**config.mk**
```make
export PLATFORM = sky130hd
export DESIGN_NAME = led_status_drv
export DESIGN_NICKNAME = d
export VERILOG_FILES = /design/src/rtl/led_pkg.sv /design/src/rtl/led_timebase.sv /design/src/rtl/led_stretch.sv /design/src/rtl/led_xsel.sv /design/src/rtl/led_status_drv.sv
export SDC_FILE = /design/constraint.sdc
export NUM_CORES = 1
export LEC_CHECK = 0
export BUFFER_PORTS_ARGS = -buffer_cell sky130_fd_sc_hd__buf_2
export CAP_MARGIN = 20
export CORE_ASPECT_RATIO = 1.25
export CORE_MARGIN = 3
export CORE_UTILIZATION = 54
export CTS_CLUSTER_SIZE = 16
export DETAILED_ROUTE_END_ITERATION = 6
export HOLD_SLACK_MARGIN = 0.06
export PLACE_DENSITY = 0.84
export SLEW_MARGIN = 20
export SYNTH_ARGS = -nofsm -noshare
export SYNTH_HDL_FRONTEND = slang
export SYNTH_HIERARCHICAL = 1
export SYNTH_SLANG_ARGS = --single-unit
```
**constraint.sdc**
```tcl
create_clock -name clk -period 7.5 [get_ports clk]
set_input_delay 1.875 -clock clk [delete_from_list [all_inputs] [get_ports clk]]
set_output_delay 1.875 -clock clk [all_outputs]
set_load 0.005 [all_outputs]
```
**src/rtl/led_pkg.sv**
```systemverilog
package led_pkg;

   // auxiliary indicator function codes
   typedef enum logic [3:0] {
      XF_LINK      = 4'd0,
      XF_ACT_RAW   = 4'd1,
      XF_TX        = 4'd2,
      XF_RX        = 4'd3,
      XF_COLL      = 4'd4,
      XF_SPD100    = 4'd5,
      XF_SPD10     = 4'd6,
      XF_FDX       = 4'd7,
      XF_LINK_BLNK = 4'd8,
      XF_ACT_STR   = 4'd9,
      XF_FAST_FDX  = 4'd10
   } xfunc_e;

   localparam int unsigned BLINK_CW = 8;

   // half period in milliseconds for a rate code
   function automatic logic [BLINK_CW-1:0] blink_half_ms(input logic [1:0] rate);
      case (rate)
         2'd0:    return 8'd25;
         2'd1:    return 8'd50;
         2'd2:    return 8'd100;
         default: return 8'd250;
      endcase
   endfunction

endpackage

```
**src/rtl/led_timebase.sv**
```systemverilog
module led_timebase
   import led_pkg::*;
#(
   parameter int unsigned MS_DIV = 100_000
) (
   input  logic       clk,
   input  logic       rst_n,
   input  logic [1:0] rate_i,
   output logic       tick_o,
   output logic       phase_o
);
   localparam int unsigned CW = (MS_DIV > 2) ? $clog2(MS_DIV) : 1;

   if (MS_DIV < 2) begin : g_bad_div
      $error("led_timebase: MS_DIV must be at least 2");
   end

   logic [CW-1:0]       ms_cnt;
   logic [BLINK_CW-1:0] half_cnt;
   logic [BLINK_CW-1:0] half_lim;

   assign tick_o   = (ms_cnt == CW'(MS_DIV - 1));
   assign half_lim = blink_half_ms(rate_i) - 8'd1;

   always_ff @(posedge clk or negedge rst_n) begin
      if (!rst_n) begin
         ms_cnt <= '0;
      end else if (tick_o) begin
         ms_cnt <= '0;
      end else begin
         ms_cnt <= ms_cnt + CW'(1);
      end
   end

   always_ff @(posedge clk or negedge rst_n) begin
      if (!rst_n) begin
         half_cnt <= '0;
         phase_o  <= 1'b0;
      end else if (tick_o) begin
         if (half_cnt >= half_lim) begin
            half_cnt <= '0;
            phase_o  <= ~phase_o;
         end else begin
            half_cnt <= half_cnt + 8'd1;
         end
      end
   end

   assert_tick_single_R6: assert property (@(posedge clk) disable iff (!rst_n)
      tick_o |=> !tick_o);

   assert_phase_on_tick_R6: assert property (@(posedge clk) disable iff (!rst_n)
      !tick_o |=> $stable(phase_o));

endmodule

```
**src/rtl/led_stretch.sv**
```systemverilog
module led_stretch #(
   parameter int unsigned STRETCH_MS = 50
) (
   input  logic clk,
   input  logic rst_n,
   input  logic tick_i,
   input  logic act_i,
   output logic on_o
);
   localparam int unsigned SW = $clog2(STRETCH_MS + 1);

   if (STRETCH_MS < 1) begin : g_bad_len
      $error("led_stretch: STRETCH_MS must be at least 1");
   end

   logic [SW-1:0] left;

   always_ff @(posedge clk or negedge rst_n) begin
      if (!rst_n) begin
         left <= '0;
      end else if (act_i) begin
         left <= SW'(STRETCH_MS);
      end else if (tick_i && (left != '0)) begin
         left <= left - SW'(1);
      end
   end

   assign on_o = (left != '0);

   assert_reload_R8: assert property (@(posedge clk) disable iff (!rst_n)
      act_i |=> on_o);

   assert_hold_R8: assert property (@(posedge clk) disable iff (!rst_n)
      (!act_i && !tick_i) |=> $stable(left));

endmodule

```
**src/rtl/led_xsel.sv**
```systemverilog
module led_xsel
   import led_pkg::*;
(
   input  logic [3:0] func_i,
   input  logic       link_i,
   input  logic       spd_i,
   input  logic       fdx_i,
   input  logic       coll_i,
   input  logic       tx_i,
   input  logic       rx_i,
   input  logic       link_blink_i,
   input  logic       act_str_i,
   output logic       x_o
);
   always_comb begin
      case (func_i)
         XF_LINK:      x_o = link_i;
         XF_ACT_RAW:   x_o = tx_i | rx_i;
         XF_TX:        x_o = tx_i;
         XF_RX:        x_o = rx_i;
         XF_COLL:      x_o = coll_i;
         XF_SPD100:    x_o = spd_i;
         XF_SPD10:     x_o = ~spd_i;
         XF_FDX:       x_o = fdx_i;
         XF_LINK_BLNK: x_o = link_blink_i;
         XF_ACT_STR:   x_o = act_str_i;
         XF_FAST_FDX:  x_o = link_i & spd_i & fdx_i;
         default:      x_o = 1'b0;
      endcase
   end
endmodule

```
**src/rtl/led_status_drv.sv**
```systemverilog
module led_status_drv #(
   parameter int unsigned CLK_HZ     = 100_000_000,
   parameter int unsigned STRETCH_MS = 50,
   parameter int unsigned NPIN       = 3
) (
   input  logic       clk,
   input  logic       rst_n,
   input  logic       link_up_i,
   input  logic       speed100_i,
   input  logic       full_dup_i,
   input  logic       coll_i,
   input  logic       tx_act_i,
   input  logic       rx_act_i,
   input  logic [1:0] led_mode_i,
   input  logic [1:0] blink_rate_i,
   input  logic [2:0] led_pol_i,
   input  logic       xled_en_i,
   input  logic [3:0] xled_func_i,
   input  logic [1:0] xled_route_i,
   output logic       led_link_o,
   output logic       led_speed_o,
   output logic       led_act_o,
   output logic       coll_o
);
   localparam int unsigned MS_DIV = CLK_HZ / 1000;
   localparam logic [1:0]  COLL_ROUTE = 2'(NPIN);

   if (NPIN != 3) begin : g_bad_npin
      $error("led_status_drv: NPIN must be 3");
   end
   if ((CLK_HZ % 1000) != 0 || CLK_HZ < 2000) begin : g_bad_clk
      $error("led_status_drv: CLK_HZ must be a multiple of 1000, at least 2000");
   end

   logic tick, phase, act_str;
   logic mode1, mode3;
   logic link_blink, xf;
   logic [NPIN-1:0] native, pin_d;
   logic coll_d;
   logic [NPIN:0] out_q;

   led_timebase #(.MS_DIV(MS_DIV)) tb_i (
      .clk(clk), .rst_n(rst_n), .rate_i(blink_rate_i),
      .tick_o(tick), .phase_o(phase)
   );

   led_stretch #(.STRETCH_MS(STRETCH_MS)) st_i (
      .clk(clk), .rst_n(rst_n), .tick_i(tick),
      .act_i(tx_act_i | rx_act_i), .on_o(act_str)
   );

   assign mode1      = led_mode_i[0];
   assign mode3      = led_mode_i[1] & ~led_mode_i[0];
   assign link_blink = link_up_i & ~(act_str & phase);

   led_xsel xs_i (
      .func_i(xled_func_i), .link_i(link_up_i), .spd_i(speed100_i),
      .fdx_i(full_dup_i), .coll_i(coll_i), .tx_i(tx_act_i), .rx_i(rx_act_i),
      .link_blink_i(link_blink), .act_str_i(act_str), .x_o(xf)
   );

   // native pin functions: [0] link, [1] speed, [2] activity
   assign native[0] = mode1 ? link_up_i : link_blink;
   assign native[1] = speed100_i;
   assign native[2] = mode1 ? act_str : (mode3 ? full_dup_i : coll_i);

   for (genvar i = 0; i < NPIN; i++) begin : g_pin
      logic take;
      assign take     = xled_en_i && (xled_route_i == 2'(i));
      assign pin_d[i] = (take ? xf : native[i]) ^ led_pol_i[i];
   end

   assign coll_d = (xled_en_i && (xled_route_i == COLL_ROUTE)) ? xf : coll_i;

   always_ff @(posedge clk or negedge rst_n) begin
      if (!rst_n) out_q <= '0;
      else        out_q <= {coll_d, pin_d};
   end

   assign led_link_o  = out_q[0];
   assign led_speed_o = out_q[1];
   assign led_act_o   = out_q[2];
   assign coll_o      = out_q[NPIN];

   assert_coll_pass_R11: assert property (@(posedge clk) disable iff (!rst_n)
      !(xled_en_i && xled_route_i == 2'd3) |=> (coll_o == $past(coll_i)));

   assert_coll_take_R11: assert property (@(posedge clk) disable iff (!rst_n)
      (xled_en_i && xled_route_i == 2'd3) |=> (coll_o == $past(xf)));

   assert_speed_R4: assert property (@(posedge clk) disable iff (!rst_n)
      !(xled_en_i && xled_route_i == 2'd1)
      |=> (led_speed_o == ($past(speed100_i) ^ $past(led_pol_i[1]))));

   assert_idle_xoff_R9: assert property (@(posedge clk) disable iff (!rst_n)
      (!xled_en_i && !led_mode_i[0] && !led_mode_i[1])
      |=> (led_act_o == ($past(coll_i) ^ $past(led_pol_i[2]))));

endmodule

```
Word-level counts from Yosys, hierarchy flattened
Cells that the tools add are included.
W data, S select, Z words.

storage, ports and cells
  bits in latches = 0
  ROM bits = 0
  memory bits (writable) = 0
  memories kept = 0
  flip-flop bits (word level) = 36

cells by class
  reductions and logical operators = 11
  magnitude comparators = 1
  multiply operators = 0
  div/mod/pow operators = 0
  bitwise operators = 13
  $add $sub $neg = 4
  muxes and demuxes = 13
  shift-type cells = 0
  equal/unequal tests = 16

operators by type and width
  cell                     number
  $pmux W8 S3              1
  $add A17 B1 Y17 const B  1
  $eq A17 B17 Y1 const B   1
  $mux W17                 1
  $eq A4 B3 Y1 const B     4
  $eq A4 B4 Y1 const B     3
  $mux W6                  2
  $pmux W1 S11             1
  $add A8 B1 Y8 const B    1
  $eq A4 B2 Y1 const B     2
  $ge A8 B8 Y1             1
  $mux W8                  1
  $sub A8 B1 Y8 const B    1
  $mux W1                  7
  $eq A2 B2 Y1 const B     3
  $reduce_bool A6 Y1       1
  $sub A6 B1 Y6 const B    1
  $and A1 B1 Y1            5
  $logic_and A1 B1 Y1      5
  $eq A2 B1 Y1 const B     2
  $eq A4 B1 Y1 const B     1
  $logic_not A2 Y1         2
  $logic_not A4 Y1         1
  $not A1 Y1               4
  other kinds (4)          6

Depth between registers and ports, before layout
  word-level depth = 7
  gate-level depth with buffers = 12

Modules after synthesis
The synthesis kept the hierarchy.

by module, submodules not included
  module          sequential area each (um2)  times used  cells each  area each (um2)
  led_timebase    650.6                       1           150         1472.7
  led_stretch     150.1                       1           45          414.1
  led_status_drv  100.1                       1           25          284.0
  led_xsel        0.0                         1           22          153.9

Worst setup path after synthesis
Ideal clock, no wire load.

  kind = input port to flip-flop
  from = input blink_rate_i[0]
  to = register tb_i.half_cnt[3]
  setup time = 0.095 ns
  arrival time = 3.604 ns
  setup slack = 3.800 ns
  cell stages on the path = 9
  path buffers = 0
  cells stage by stage = inv_1 > ha_1 > xnor2_1 > ha_1 > a211oi_1 > o21ai_0 > a21oi_1 > nand2b_1 > o31ai_1

on the way
  cells in the longest elaborated chain, start to end = 5

RTL lines
  what                                  line                  RTL
  start: declaration                    led_status_drv.sv:15  input logic [1:0] blink_rate_i,
  $eq A2 B2 Y1 (tied with other cells)  led_pkg.sv:22         case (rate)
  $pmux W8 S3 (*)                       led_pkg.sv:22
  $sub A8 B1 Y8 (*)                     led_timebase.sv:23    assign half_lim = blink_half_ms(rate_i) - 8'd1;
  $ge A8 B8 Y1 (*)                      led_timebase.sv:40    if (half_cnt >= half_lim) begin
  $mux W8 (*)                           led_timebase.sv:40
  end signal: assignment                led_timebase.sv:44    half_cnt <= half_cnt + 8'd1;
  end: declaration                      led_timebase.sv:19    logic [BLINK_CW-1:0] half_cnt;

Every way passes the cells marked *; elsewhere a longest branch is shown, timed or not.
A chain may end at the register's enable or synchronous reset.

Final worst setup path
Same ends and word-level chain as after synthesis.

==> impl_results.md <==
- Yosys top cell area share: 38.8%
- Final Hold Fails: 0
- Hold Path Class: reg2reg
- Setup violators final: 0
- CTS H-Tree Depth: 2
- Async SR Flop Fraction: 100%
- Top_reg_cell synth: dfrtp_1
- Via Count: 1,889
- Post-synthesis sequential area ratio: 38.8%
- Leak: 0.00119 uW
- Status: finished clean
- Clock Skews: 2.43 ps
- Worst EP arrival: 4060 ps
- Final Max Tran Viols: 0
- Clk buf depth: 2
- Slowest cell delay on critical path: 520 ps
- Total of max-cap violations: 0
- Max Freq: 258 MHz
- Vias in the first global route: 1,848
- DR vias/cell: 5.78
- Crit Path Category: in2reg
- Post-Synth Simple-Gate Area: 26.4%
- Synth Cell Area: 0.00232 mm^2
- Setup crit start kind: primary input
- Ant. Diodes: 0
- Min Hold Slack: 496 ps
- Post-Syn Area per Cell: 9.61 um^2
- Mapped Cells: 242
- VDD IR-drop max: 88.2 uV
- GRT Resource Usage Total: 19.3%
- R2R depth: 7
- Worst path slowest cell: a21oi_1
- Hold Crit Endpoint: tb_i/ms_cnt[0]$_DFF_PN0_
- Row Count: 26
- Req. time, crit path: 7690 ps
- Remaining global-route overflow: 0
- Crit path max fanout: 7
- Distinct cells, synth: 56
- Slew @ Worst Pin: 772 ps
- CP bufs+invs: 2
- R2R Path Start: tb_i/ms_cnt[0]$_DFF_PN0_
- First DRT Iteration DRCs: 126
- DR WL/cell: 13.3 um
- Clock sinks: 36
- Worst-path clk slew: 80 ps
- Buffers on Ports: 25
- CP Cell Sequence: buf_2 > inv_1 > ha_1 > xnor2_1 > ha_1 > a211oi_1 > o21ai_0 > a21oi_1 > nand2b_1 > o31ai_1
- Dominant cell type by area after synthesis: dfrtp_1
- Flop2flop setup slack: 4710 ps
- I/O Pins: 26
- Top delay family on crit path: compound AO/OA/AOI/OAI gates
- Post-CTS Setup Bufs: 0
- Hold path cells: 1
- RePlAce Congestion: 0.824
- Ys Warns: 6
- CTS resizes: 0
- Slew margin rel.: 48.5%
- Number of flops mapped to enable cells by yosys: 0
- Hold-fix buffers, CTS: 0
- Area share of fa/ha/maj cells after synthesis: 8.61%
- Core ar.: 0.00413 mm^2
- Tmin final: 3870 ps
- Die area: 0.00513 mm^2
- Post-synthesis compound-gate area fraction: 13.7%
- CTS tree: built
- Area grow syn2layout: 11.7%
- Top post-synthesis cells by area: dfrtp_1 39%, ha_1 8.6%, xnor2_1 3.8%
- Antenna violations before repair: 0
- Register bit total from synthesis: 36
- Routed wire length: 4.35 mm
- Cell Pwr Density: 157 mW/mm^2
- DR DRC count: 0
- Routed Antenna Nets: 0
- Die width: 64.7 um
- RSZ-0062 raised after global routing: no
- Reg2Reg Capture Point: st_i/left[3]$_DFFE_PN0P_
- Initial Util: 56.3%
- First-pass GRT wire length: 8.00 mm
- Final nets: 308
- Skew-Pair Late Insertion Delay: 290 ps
- Multiplexer share of the synthesized area: 3.12%
- Worst setup EP type: register
- Final HPWL from detailed placement: 3.15 mm
- Synthesized Nets: 280
- Inserted Clock Buffers: 5
- Largest net degree at the start of global routing: 37
- Share of layout cells above drive strength 1: 16.6%
- Die Span Y: 79.4 um
- Xor and xnor area share after synthesis: 6.03%
- DRT Pass-1 Iters: 4
- Largest family of logic cells by synthesized area: simple AND/OR/NAND/NOR gates
- Sum Neg Setup Slack: 0 ps
- Post-route clock period utilization: 51.6%
- Most used cell, CP: ha_1
- Min-delay src: tb_i/ms_cnt[0]$_DFF_PN0_
- CTS root buf: clkbuf_8
## state kept, by name (all words and copies together) (netlist names)
name           flops
out_q              4
st_i/left          6
tb_i/half_cnt      8
tb_i/ms_cnt       17
tb_i/phase_o       1
## how the worst max path moves through the flow
stage               startpoint  cells after the start                           end  slack, ps
2_1_floorplan  blink_rate_i[0]                      9  tb_i/half_cnt[3]$_DFFE_PN0N_       3800
3_3_place_gp   blink_rate_i[0]                     10  tb_i/half_cnt[3]$_DFFE_PN0N_       3480
3_5_place_dp   blink_rate_i[0]                     10  tb_i/half_cnt[5]$_DFFE_PN0N_       3370
4_1_cts        blink_rate_i[0]                     10  tb_i/half_cnt[3]$_DFFE_PN0N_       3670
5_1_grt        blink_rate_i[0]                     10  tb_i/half_cnt[5]$_DFFE_PN0N_       3440
6_report       blink_rate_i[0]                     10  tb_i/half_cnt[3]$_DFFE_PN0N_       3630
## stage by stage
stage / instance area (um^2) / instances / setup WS [ps] / util [%] / total power, uW
detailed placement: 2480 / 319 / 3370 / 60.1 / 241
CTS: 2600 / 327 / 3670 / 62.8 / 411
global route: 2600 / 327 / 3440 / 62.8 / 427
finish: 2600 / 327 / 3630 / 62.8 / 408
global placement: 2480 / 319 / 3480 / 60.1 / 241
floorplan: 2320 / 242 / 3800 / - / 224
## report_power, final
part | switching (uW) | internal [uW]
combinational | 22.9 | 17.2
clock | 72.2 | 98.4
sequential | 0.767 | 196
total | 95.9 | 312
## cells in the final DEF (no fill, tap or decap), types with 3 or more instances in the layout
cell type  synthesis  final
o31ai_1            3      3
dfrtp_1           36     36
xnor2_1           10     10
inv_1             11     11
clkbuf_8           0      5
nand2b_1           7      7
nand2_1           22     22
o21ai_0           11     11
or4_1              3      3
xor2_1             6      6
mux2i_1            5      5
nor2b_1            3      3
o211ai_1           3      3
and3_1             5      5
or3_1              3      3
nor2_1            19     19
buf_2              1     25
a21oi_1            7      7
ha_1              16     16
a22o_1             3      3
nand3_1           12     12
nand3b_1           4      4
a211oi_1           3      3
nor3_1             4      4
nand4_1            6      6
## cell usage after synthesis, types with 4 or more instances
| master | count |
|---|---|
| nand3_1 | 12 |
| mux2i_1 | 5 |
| nand2b_1 | 7 |
| dfrtp_1 | 36 |
| nor2_1 | 19 |
| inv_1 | 11 |
| nand4_1 | 6 |
| nor3_1 | 4 |
| nand2_1 | 22 |
| o21ai_0 | 11 |
| ha_1 | 16 |
| xnor2_1 | 10 |
| nand3b_1 | 4 |
| and3_1 | 5 |
| a21oi_1 | 7 |
| xor2_1 | 6 |
## layout make-up
cell class              instances  area (um^2)
flip-flops and latches         36          901
inverters                      12         45.0
multi-input cells             190         1340
fillers                       362         1540
well taps                      56         70.1
repair buffers                 25          125
clock buffers                   5         68.8
clock inverters                 3         42.5
## cells by family after synthesis
family                   Yosys count
adder cells (fa/ha/maj)           16
buffers and inverters             16
AND/OR/NAND/NOR                  106
XOR/XNOR                          16
flip-flops                        36
AO/OA/AOI/OAI                     45
multiplexers                       7
## routing by layer
layer,vias to the layer above,part of all wire (%),track usage (%)
met1,901,45,22.5
met5,-,0,0
met2,50,50,35.0
met3,6,4.2,3.68
met4,0,1.2,6.55
li1,932,-,-
(Power assumes the default switching activity.)
